[src/rtl/inpcond_pkg.sv]
package inpcond_pkg;
  // Line positions inside the internal line vector
  localparam int unsigned LINE_A    = 0;
  localparam int unsigned LINE_B    = 1;
  localparam int unsigned LINE_IDX  = 2;
  localparam int unsigned HALL_BASE = 3;
  localparam int unsigned ENC_LINES = 3;

  function automatic int unsigned total_lines(input int unsigned hall_lines);
    return ENC_LINES + hall_lines;
  endfunction
endpackage

[src/rtl/sync_2ff.sv]
module sync_2ff #(
  parameter int unsigned WIDTH = 6
) (
  input  logic             clk,
  input  logic             rst,
  input  logic [WIDTH-1:0] async_in,
  output logic [WIDTH-1:0] sync_out
);
  logic [WIDTH-1:0] meta_q;

  always_ff @(posedge clk) begin
    if (rst) begin
      meta_q   <= '0;
      sync_out <= '0;
    end else begin
      meta_q   <= async_in;
      sync_out <= meta_q;
    end
  end


  two_stage_delay_chk: assert property (@(posedge clk) disable iff (rst)
    (!$past(rst) && !$past(rst, 2)) |-> (sync_out == $past(async_in, 2)));
endmodule

[src/rtl/pulse_width_filter.sv]
module pulse_width_filter #(
  parameter int unsigned CNT_W = 32
) (
  input  logic             clk,
  input  logic             rst,
  input  logic             din,
  input  logic [CNT_W-1:0] min_width,
  output logic             dout
);
  localparam int unsigned EXT_W = CNT_W + 1;

  logic [CNT_W-1:0] run_cnt;
  logic [EXT_W-1:0] run_next;
  logic             run_done;

  // One extra bit: a threshold of 0 or 1 is met on the first differing cycle
  assign run_next = {1'b0, run_cnt} + EXT_W'(1);
  assign run_done = (run_next >= {1'b0, min_width});

  always_ff @(posedge clk) begin
    if (rst) begin
      run_cnt <= '0;
      dout    <= 1'b0;
    end else if (din == dout) begin
      run_cnt <= '0;
    end else if (run_done) begin
      dout    <= din;
      run_cnt <= '0;
    end else begin
      run_cnt <= run_next[CNT_W-1:0];
    end
  end


  hold_when_equal_chk: assert property (@(posedge clk) disable iff (rst)
    (!$past(rst) && ($past(din) == $past(dout))) |-> $stable(dout));


  change_toward_input_chk: assert property (@(posedge clk) disable iff (rst)
    (!$past(rst) && (dout != $past(dout))) |-> (dout == $past(din)));


  bypass_follow_chk: assert property (@(posedge clk) disable iff (rst)
    (!$past(rst) && ($past(min_width) <= CNT_W'(1))) |-> (dout == $past(din)));
endmodule

[src/rtl/enc_input_conditioner.sv]
module enc_input_conditioner
  import inpcond_pkg::*;
#(
  parameter int unsigned HALL_LINES = 3,
  parameter int unsigned THR_W      = 32
) (
  input  logic                  clk,
  input  logic                  rst,
  input  logic                  enc_a_raw,
  input  logic                  enc_b_raw,
  input  logic                  enc_idx_raw,
  input  logic [HALL_LINES-1:0] hall_raw,
  input  logic [THR_W-1:0]      min_width,
  output logic                  enc_a_flt,
  output logic                  enc_b_flt,
  output logic                  enc_idx_flt,
  output logic [HALL_LINES-1:0] hall_flt
);
  localparam int unsigned NUM_LINES = total_lines(HALL_LINES);

  logic [NUM_LINES-1:0] raw_vec;
  logic [NUM_LINES-1:0] sync_vec;
  logic [NUM_LINES-1:0] flt_vec;

  assign raw_vec = {hall_raw, enc_idx_raw, enc_b_raw, enc_a_raw};

  sync_2ff #(.WIDTH(NUM_LINES)) sync_i (
    .clk      (clk),
    .rst      (rst),
    .async_in (raw_vec),
    .sync_out (sync_vec)
  );

  for (genvar g = 0; g < NUM_LINES; g++) begin : g_line
    pulse_width_filter #(.CNT_W(THR_W)) filt_i (
      .clk       (clk),
      .rst       (rst),
      .din       (sync_vec[g]),
      .min_width (min_width),
      .dout      (flt_vec[g])
    );
  end

  assign enc_a_flt   = flt_vec[LINE_A];
  assign enc_b_flt   = flt_vec[LINE_B];
  assign enc_idx_flt = flt_vec[LINE_IDX];
  assign hall_flt    = flt_vec[HALL_BASE +: HALL_LINES];


  reset_clears_chk: assert property (@(posedge clk)
    $past(rst) |-> (flt_vec == '0));
endmodule

[config.mk]
export PLATFORM = sky130hd
export DESIGN_NAME = enc_input_conditioner
export DESIGN_NICKNAME = d
export VERILOG_FILES = /design/src/rtl/inpcond_pkg.sv /design/src/rtl/sync_2ff.sv /design/src/rtl/pulse_width_filter.sv /design/src/rtl/enc_input_conditioner.sv
export SDC_FILE = /design/constraint.sdc
export NUM_CORES = 1
export LEC_CHECK = 0
export BUFFER_PORTS_ARGS = -buffer_cell sky130_fd_sc_hd__clkbuf_2
export CAP_MARGIN = 20
export CORE_MARGIN = 5
export CORE_UTILIZATION = 50
export CTS_CLUSTER_SIZE = 30
export DETAILED_ROUTE_END_ITERATION = 8
export HOLD_SLACK_MARGIN = 0.08
export PLACE_DENSITY = 0.73
export SLEW_MARGIN = 20
export SYNTH_ARGS = -nofsm -noshare
export SYNTH_HDL_FRONTEND = slang
export SYNTH_SLANG_ARGS = --single-unit
export TNS_END_PERCENT = 30
[constraint.sdc]
create_clock -name clk -period 5.1 [get_ports clk]
set_clock_uncertainty 0.2 [all_clocks]
set_input_delay 1.53 -clock clk [delete_from_list [all_inputs] [get_ports clk]]
set_output_delay 1.53 -clock clk [all_outputs]
set_load 0.05 [all_outputs]
==> impl_metrics.env, run 1 <==
export IMPL_drt_vias_per_instance=5.659
export IMPL_htreeDepth=1
export IMPL_die_area_mm2=0.03032
export IMPL_synth_compound_area_frac=0.07413
export IMPL_end_kind="flop"
export IMPL_cts_tree="done"
export IMPL_syn_area_per_cell_um2=8.973
export IMPL_start_util=0.5040
export IMPL_synth_area_leaders="dfxtp_1 (31%), ha_1 (18%), xnor2_1 (8.0%)"
export IMPL_gp_congestion=0.8975
export IMPL_cts_repair_resized=0
export IMPL_clk_path_buf_depth=3
export IMPL_synth_edf_count=0
export IMPL_wl_per_cell_um=17.72
export IMPL_timing_rr_start="g_line[5].filt_i.run_cnt[0]"
export IMPL_routed_via_count=10830
export IMPL_crit_family="simple AND/OR/NAND/NOR gates"
export IMPL_wl_um=33910
export IMPL_antenna_left=0
export IMPL_ys_warn_count=0
export IMPL_synth_fa_ha_area_frac=0.1839
export IMPL_hold_viol=0
export IMPL_grt_use_total=0.2188
export IMPL_post_route_util=0.5556
export IMPL_syn_inst=1501
export IMPL_synth_distinct_cells=58
export IMPL_crit_arrival_ns=4.85
export IMPL_crit_path_max_incr_delay_ns=0.67
export IMPL_r2r_end="g_line[5].filt_i.run_cnt[5]"
export IMPL_num_rows=60
export IMPL_peakVddDrop_uv=216.2
export IMPL_n_antenna_cell=0
export IMPL_path_cells="ha_1, nand3_1, or2_1, nor4_2, nand3_1, xnor2_1, ha_1, a21oi_1, o21ai_0, a221o_1, a211o_1, or4_1, buf_4, nor2b_1"
export IMPL_outcome="finished, final reports clean"
export IMPL_hpwlAfterDp_um=25560
export IMPL_ys_seq_area_frac=0.3121
export IMPL_clkSinkCount=210
export IMPL_finalSetupTns_ns=0
export IMPL_drc_errors=0
export IMPL_worst_setup_path_start_kind="flop"
export IMPL_ios=46
export IMPL_yosys_area_share_simple=0.2804
export IMPL_fillers=2398
export IMPL_finalCriticalPeriod_ns=4.597
export IMPL_slew_viol_final=0
export IMPL_muxShareOfSynthArea=0.002229
export IMPL_rsz0062_at_grt="no"
export IMPL_synth_net_count=1739
export IMPL_hold_depth=1
export IMPL_grt_pass1_vias=10870
export IMPL_critPathKind="reg2reg"
export IMPL_synth_xor_xnor_area_share=0.1209
export IMPL_finalCritPeriodShare=0.9014
export IMPL_syn_cell_area_mm2=0.01347
export IMPL_drt_iter0_markers=688
export IMPL_setup_viol_count_final=0
export IMPL_core_area_mm2=0.02673
export IMPL_r2r_slack_ns=0.50
export IMPL_synth_top_area_frac=0.3121
export IMPL_path_max_fanout=18
export IMPL_drive_above_1_share=0.08010
export IMPL_drt_pass1_iterations=5
export IMPL_cp_startpoint="g_line[5].filt_i.run_cnt[0]"
export IMPL_synth_top_family_by_area="simple AND/OR/NAND/NOR gates"
export IMPL_hp_class="reg2reg"
export IMPL_grt_max_degree=35
export IMPL_worst_path_buf_inv=1
export IMPL_ys_seq_elements=210
export IMPL_hold_buffers=0
export IMPL_power_density_mw_per_mm2=237.4
export IMPL_post_cts_buffers=0
export IMPL_ys_flop_type="dfxtp_1"
export IMPL_root_buffer="clkbuf_16"
export IMPL_synth_most_common_cell="dfxtp_1"
export IMPL_p_leak_nw=6.615
export IMPL_crit_end="g_line[5].filt_i.run_cnt[5]"
export IMPL_nets=1795
export IMPL_synthTopCellsByCount="dfxtp_1 (210), ha_1 (198), nor2b_1 (150)"
export IMPL_grt_overflow_total=0
export IMPL_synth_top_cell_by_area="dfxtp_1"
export IMPL_port_buffers=45
export IMPL_maxCapViolCount=0
export IMPL_cts_reportedPaths_clkPinSlew_ns=0.06
export IMPL_fp_dieH_um=174.1
export IMPL_crit_slowest_cell="nor4_2"
export IMPL_max_freq_ghz=0.2175
export IMPL_reg2regPathDepth=14
export IMPL_required_ns=5.35
export IMPL_relSlewSlack=0.5130
export IMPL_antenna_found_initial=0
export IMPL_area_growth_pct=10.25
export IMPL_worstSetupPathDepth=14
export IMPL_clk_latency_ns=0.52
export IMPL_die_w_um=174.1
export IMPL_tightest_slew_ns=0.7245
export IMPL_synthArstFlopShare=0
export IMPL_grt_pass1_wl_um=54690
export IMPL_numCtsBuffers=24
-- flip-flops by register name, indices dropped and copies added (netlist names) --
name,cells
g_line.filt_i.dout,6
g_line.filt_i.run_cnt,192
sync_i.meta_q,6
sync_i.sync_out,6
-- layer usage --
metal / vias up / GRT usage / share of wire
met3: 89 / 0.02675 / 0.037
met2: 219 / 0.3744 / 0.46
met4: 0 / 0.09040 / 0.047
met1: 5115 / 0.2799 / 0.45
li1: 5408 / - / -
met5: - / 0 / 0
-- per-stage QoR --
step / area [um^2] / hold slack (ns) / setup slack [ns] / total power [W] / cells
after floorplan: 13470 / 0.2138 / 1.061 / 0.001794 / 1501
after CTS: 14850 / 0.2378 / 0.5253 / 0.003556 / 1914
after global routing: 14850 / 0.2535 / 0.2796 / 0.003642 / 1914
after global placement: 14090 / 0.2184 / 0.4783 / 0.001870 / 1872
final: 14850 / 0.2343 / 0.5028 / 0.003526 / 1914
after detailed placement: 14090 / 0.2234 / 0.3933 / 0.001877 / 1872
-- report_power, final --
part | switching (W) | total [W] | leakage, nW | internal [W]
clock network | 0.000696 | 0.00168 | 0.373 | 0.000987
logic | 0.000132 | 0.000192 | 4.55 | 0.0000599
registers | 0.00000416 | 0.00165 | 1.69 | 0.00165
total | 0.000833 | 0.00353 | 6.62 | 0.00269
-- worst min path at each step --
stage	from	slack, ns	end
after floorplan	sync_i.meta_q[0]	0.21	sync_i.sync_out[0]
after global placement	sync_i.meta_q[0]	0.22	sync_i.sync_out[0]
after detailed placement	sync_i.meta_q[0]	0.22	sync_i.sync_out[0]
after CTS	sync_i.meta_q[0]	0.24	sync_i.sync_out[0]
after global routing	sync_i.meta_q[0]	0.25	sync_i.sync_out[0]
final	sync_i.meta_q[2]	0.23	sync_i.sync_out[2]
-- area by class of cell --
class / instances / area [um^2] / share of cell area
clock buffers: 33 / 685.7 / 0.04617
flip-flops and latches: 210 / 4204 / 0.2831
well taps: 341 / 426.7 / 0.02873
clock inverters: 9 / 75.07 / 0.005056
multi-input cells: 1208 / 8921 / 0.6008
inverters: 53 / 198.9 / 0.01340
repair buffers: 60 / 337.8 / 0.02275
-- logic make-up after synthesis --
group,after synthesis
fa+ha+maj,198
compound gates,159
buf+inv,83
flops,210
simple gates,662
mux,3
xor+xnor,186
-- cells in the final DEF (no fill, tap or decap), types with 4 or more instances in the layout --
cell type	count
nand3_1	100
buf_4	15
nand4_1	58
nor2b_4	20
nor4_1	9
clkbuf_2	45
a21o_1	32
xor2_1	63
dfxtp_1	210
ha_1	198
and4_1	25
or3_1	5
a211oi_1	8
xnor2_1	123
and2_1	11
nor2b_1	150
nand2_1	108
o21ai_0	25
a21oi_1	64
clkbuf_16	25
nor2_1	73
clkbuf_1	5
or4_1	4
clkinv_2	6
and3_1	57
inv_1	53
nor3_1	26
Note: power is estimated with default switching activity, not from simulation.
==> run 2, diff against run 1 <==
==> constraint.sdc (replaced) <==
create_clock -name clk -period 5.3 [get_ports clk]
set_clock_uncertainty 0.2 [all_clocks]
set_input_delay 1.59 -clock clk [delete_from_list [all_inputs] [get_ports clk]]
set_output_delay 1.59 -clock clk [all_outputs]
set_load 0.05 [all_outputs]
==> run 2 against run 1 <==
Compared with the run above:
- largest power group unchanged
- sequential share of layout area is 0.057 points lower
- utilization increased by 0.11 points
- largest cell class unchanged
- clock-buffer cell count grew 3
- setup slack better by 0.20 ns
- design area increased by 0.20%
- maximum frequency about the same
- clock power is essentially flat
- via count decreased by 0.77%
- die area unchanged
==> impl_metrics.env, run 2 (synthesis results as in run 1) <==
export IMPL_outcome="finished, final reports clean"
export IMPL_routed_via_count=10750
export IMPL_clkSinkCount=210
export IMPL_path_max_fanout=25
export IMPL_post_cts_buffers=0
export IMPL_worst_setup_path_start_kind="flop"
export IMPL_drt_vias_per_instance=5.618
export IMPL_finalCriticalPeriod_ns=4.595
export IMPL_required_ns=5.55
export IMPL_p_leak_nw=6.625
export IMPL_wl_um=33920
export IMPL_max_flop_register="g_line.filt_i.run_cnt"
export IMPL_grt_pass1_wl_um=54680
export IMPL_maxCapViolCount=0
export IMPL_gp_congestion=0.8868
export IMPL_cts_reportedPaths_clkPinSlew_ns=0.06
export IMPL_core_area_mm2=0.02673
export IMPL_clk_path_buf_depth=3
export IMPL_finalSetupTns_ns=0
export IMPL_crit_path_max_incr_delay_ns=0.66
export IMPL_crit_family="simple AND/OR/NAND/NOR gates"
export IMPL_start_util=0.5040
export IMPL_drc_errors=0
export IMPL_drt_pass1_iterations=5
export IMPL_max_freq_ghz=0.2176
export IMPL_slew_viol_final=0
export IMPL_setup_ws_ns=0.7047
export IMPL_htreeDepth=1
export IMPL_crit_slowest_cell="or4_1"
export IMPL_num_rows=60
export IMPL_largest_reg_flops=192
export IMPL_power_density_mw_per_mm2=231.6
export IMPL_grt_overflow_total=0
export IMPL_clockPowerShare=0.486
export IMPL_antenna_found_initial=0
export IMPL_hold_buffers=0
export IMPL_power_switching_w=0.0008009
export IMPL_crit_top_cell="nand3_1"
export IMPL_clk_latency_ns=0.53
export IMPL_hold_viol=0
export IMPL_cts_tree="done"
export IMPL_end_kind="flop"
export IMPL_root_buffer="clkbuf_16"
export IMPL_pre_cts_ws_ns=0.6184
export IMPL_n_antenna_cell=0
export IMPL_pwr_share_comb=0.053
export IMPL_drt_iter0_markers=632
export IMPL_p_int_w=0.002646
export IMPL_swShare=0.2324
export IMPL_port_buffers=45
export IMPL_finalCritPeriodShare=0.8670
export IMPL_hpwlAfterDp_um=25750
export IMPL_numCtsBuffers=24
export IMPL_wl_per_cell_um=17.73
export IMPL_grt_use_total=0.2202
export IMPL_area_growth_pct=10.47
export IMPL_grt_pass1_vias=10770
export IMPL_setup_viol_count_final=0
export IMPL_fillers=2382
export IMPL_relSlewSlack=0.2702
export IMPL_cts_repair_resized=0
export IMPL_mostFrequentLayoutCell="dfxtp_1"
export IMPL_fp_dieH_um=174.1
export IMPL_drive_above_1_share=0.08015
export IMPL_crit_arrival_ns=4.85
export IMPL_antenna_left=0
export IMPL_rsz0062_at_grt="no"
export IMPL_die_w_um=174.1
export IMPL_nets=1793
export IMPL_critPathKind="reg2reg"
export IMPL_mostFrequentLayoutCells="dfxtp_1 (210), ha_1 (198), nor2b_1 (150), xnor2_1 (123), nand2_1 (108)"
export IMPL_tightest_slew_ns=1.091
export IMPL_path_cells="and4_1, nand3_1, or3_1, nor2_1, nand3_1, xnor2_1, ha_1, nand3_1, or4_1, and3b_1, a211o_1, or4_1, buf_4, nor2b_1"
export IMPL_grt_max_degree=35
export IMPL_hp_class="reg2reg"
export IMPL_pwr_share_seq=0.461
export IMPL_die_area_mm2=0.03032
export IMPL_worst_path_buf_inv=1
export IMPL_ios=46
export IMPL_peakVddDrop_uv=220.2
[run 2: cell count changes in the layout (fill, tap and decap cells not counted), sizes merged]
cell,before,now
buf,15,13
clkinv,6,5
clkbuf,78,81
clkinvlp,2,1
[run 2: final timing paths]
check / start / to / slack [ns] / depth (start not counted)
worst max-delay path: g_line[5].filt_i.run_cnt[7] / g_line[5].filt_i.run_cnt[20] / 0.70 / 14
worst min-delay path: sync_i.meta_q[5] / sync_i.sync_out[5] / 0.25 / 1
worst max register to register: g_line[5].filt_i.run_cnt[7] / g_line[5].filt_i.run_cnt[20] / 0.70 / 14
worst min register to register: sync_i.meta_q[5] / sync_i.sync_out[5] / 0.25 / 1
[run 2: worst register-to-register path, stage by stage (launching register included)]
cell,delay [ns]
dfxtp_1,0.41
and4_1,0.23
nand3_1,0.19
or3_1,0.45
nor2_1,0.42
nand3_1,0.16
xnor2_1,0.26
ha_1,0.31
nand3_1,0.14
or4_1,0.16
and3b_1,0.19
a211o_1,0.32
or4_1,0.66
buf_4,0.29
nor2b_1,0.15
[run 2: final cells by class]
cell class / instances / area, um^2 / share of cell area
timing repair buffer: 58 / 322.8 / 0.02170
sequential: 210 / 4204 / 0.2825
tap: 341 / 426.7 / 0.02867
clock buffer: 36 / 737.0 / 0.04953
clock inverter: 7 / 62.56 / 0.004204
inverter: 53 / 198.9 / 0.01337
multi-input combinational: 1208 / 8927 / 0.6000
[run 2: per-stage QoR]
| step | power [W] | instances | cell area [um^2] | hold WS (ns) | utilization |
|---|---|---|---|---|---|
| 2_1_floorplan | 0.001727 | 1501 | 13470 | 0.2138 | - |
| 3_3_place_gp | 0.001795 | 1870 | 14080 | 0.2191 | 0.5268 |
| 3_5_place_dp | 0.001803 | 1870 | 14080 | 0.2400 | 0.5268 |
| 4_1_cts | 0.003469 | 1913 | 14880 | 0.2569 | 0.5567 |
| 5_1_grt | 0.003560 | 1913 | 14880 | 0.2771 | 0.5567 |
| 6_report | 0.003447 | 1913 | 14880 | 0.2526 | 0.5567 |
[run 2: metal layers]
layer  track usage  up-vias  part of all wire
li1              -     5394                 -
met1        0.2743     5033              0.43
met2        0.3814      247              0.47
met3       0.02740       74             0.048
met4       0.09865        0             0.045
met5             0        -                 0
[run 2: power groups by stage]
| stage | Sequential, W | Clock, W | Combinational, W |
|---|---|---|---|
| floorplan | 0.00162 | 0 | 0.000105 |
| global placement | 0.00162 | 0 | 0.000173 |
| detailed placement | 0.00162 | 0 | 0.000181 |
| CTS | 0.00159 | 0.00170 | 0.000182 |
| global route | 0.00159 | 0.00177 | 0.000203 |
| finish | 0.00159 | 0.00168 | 0.000183 |
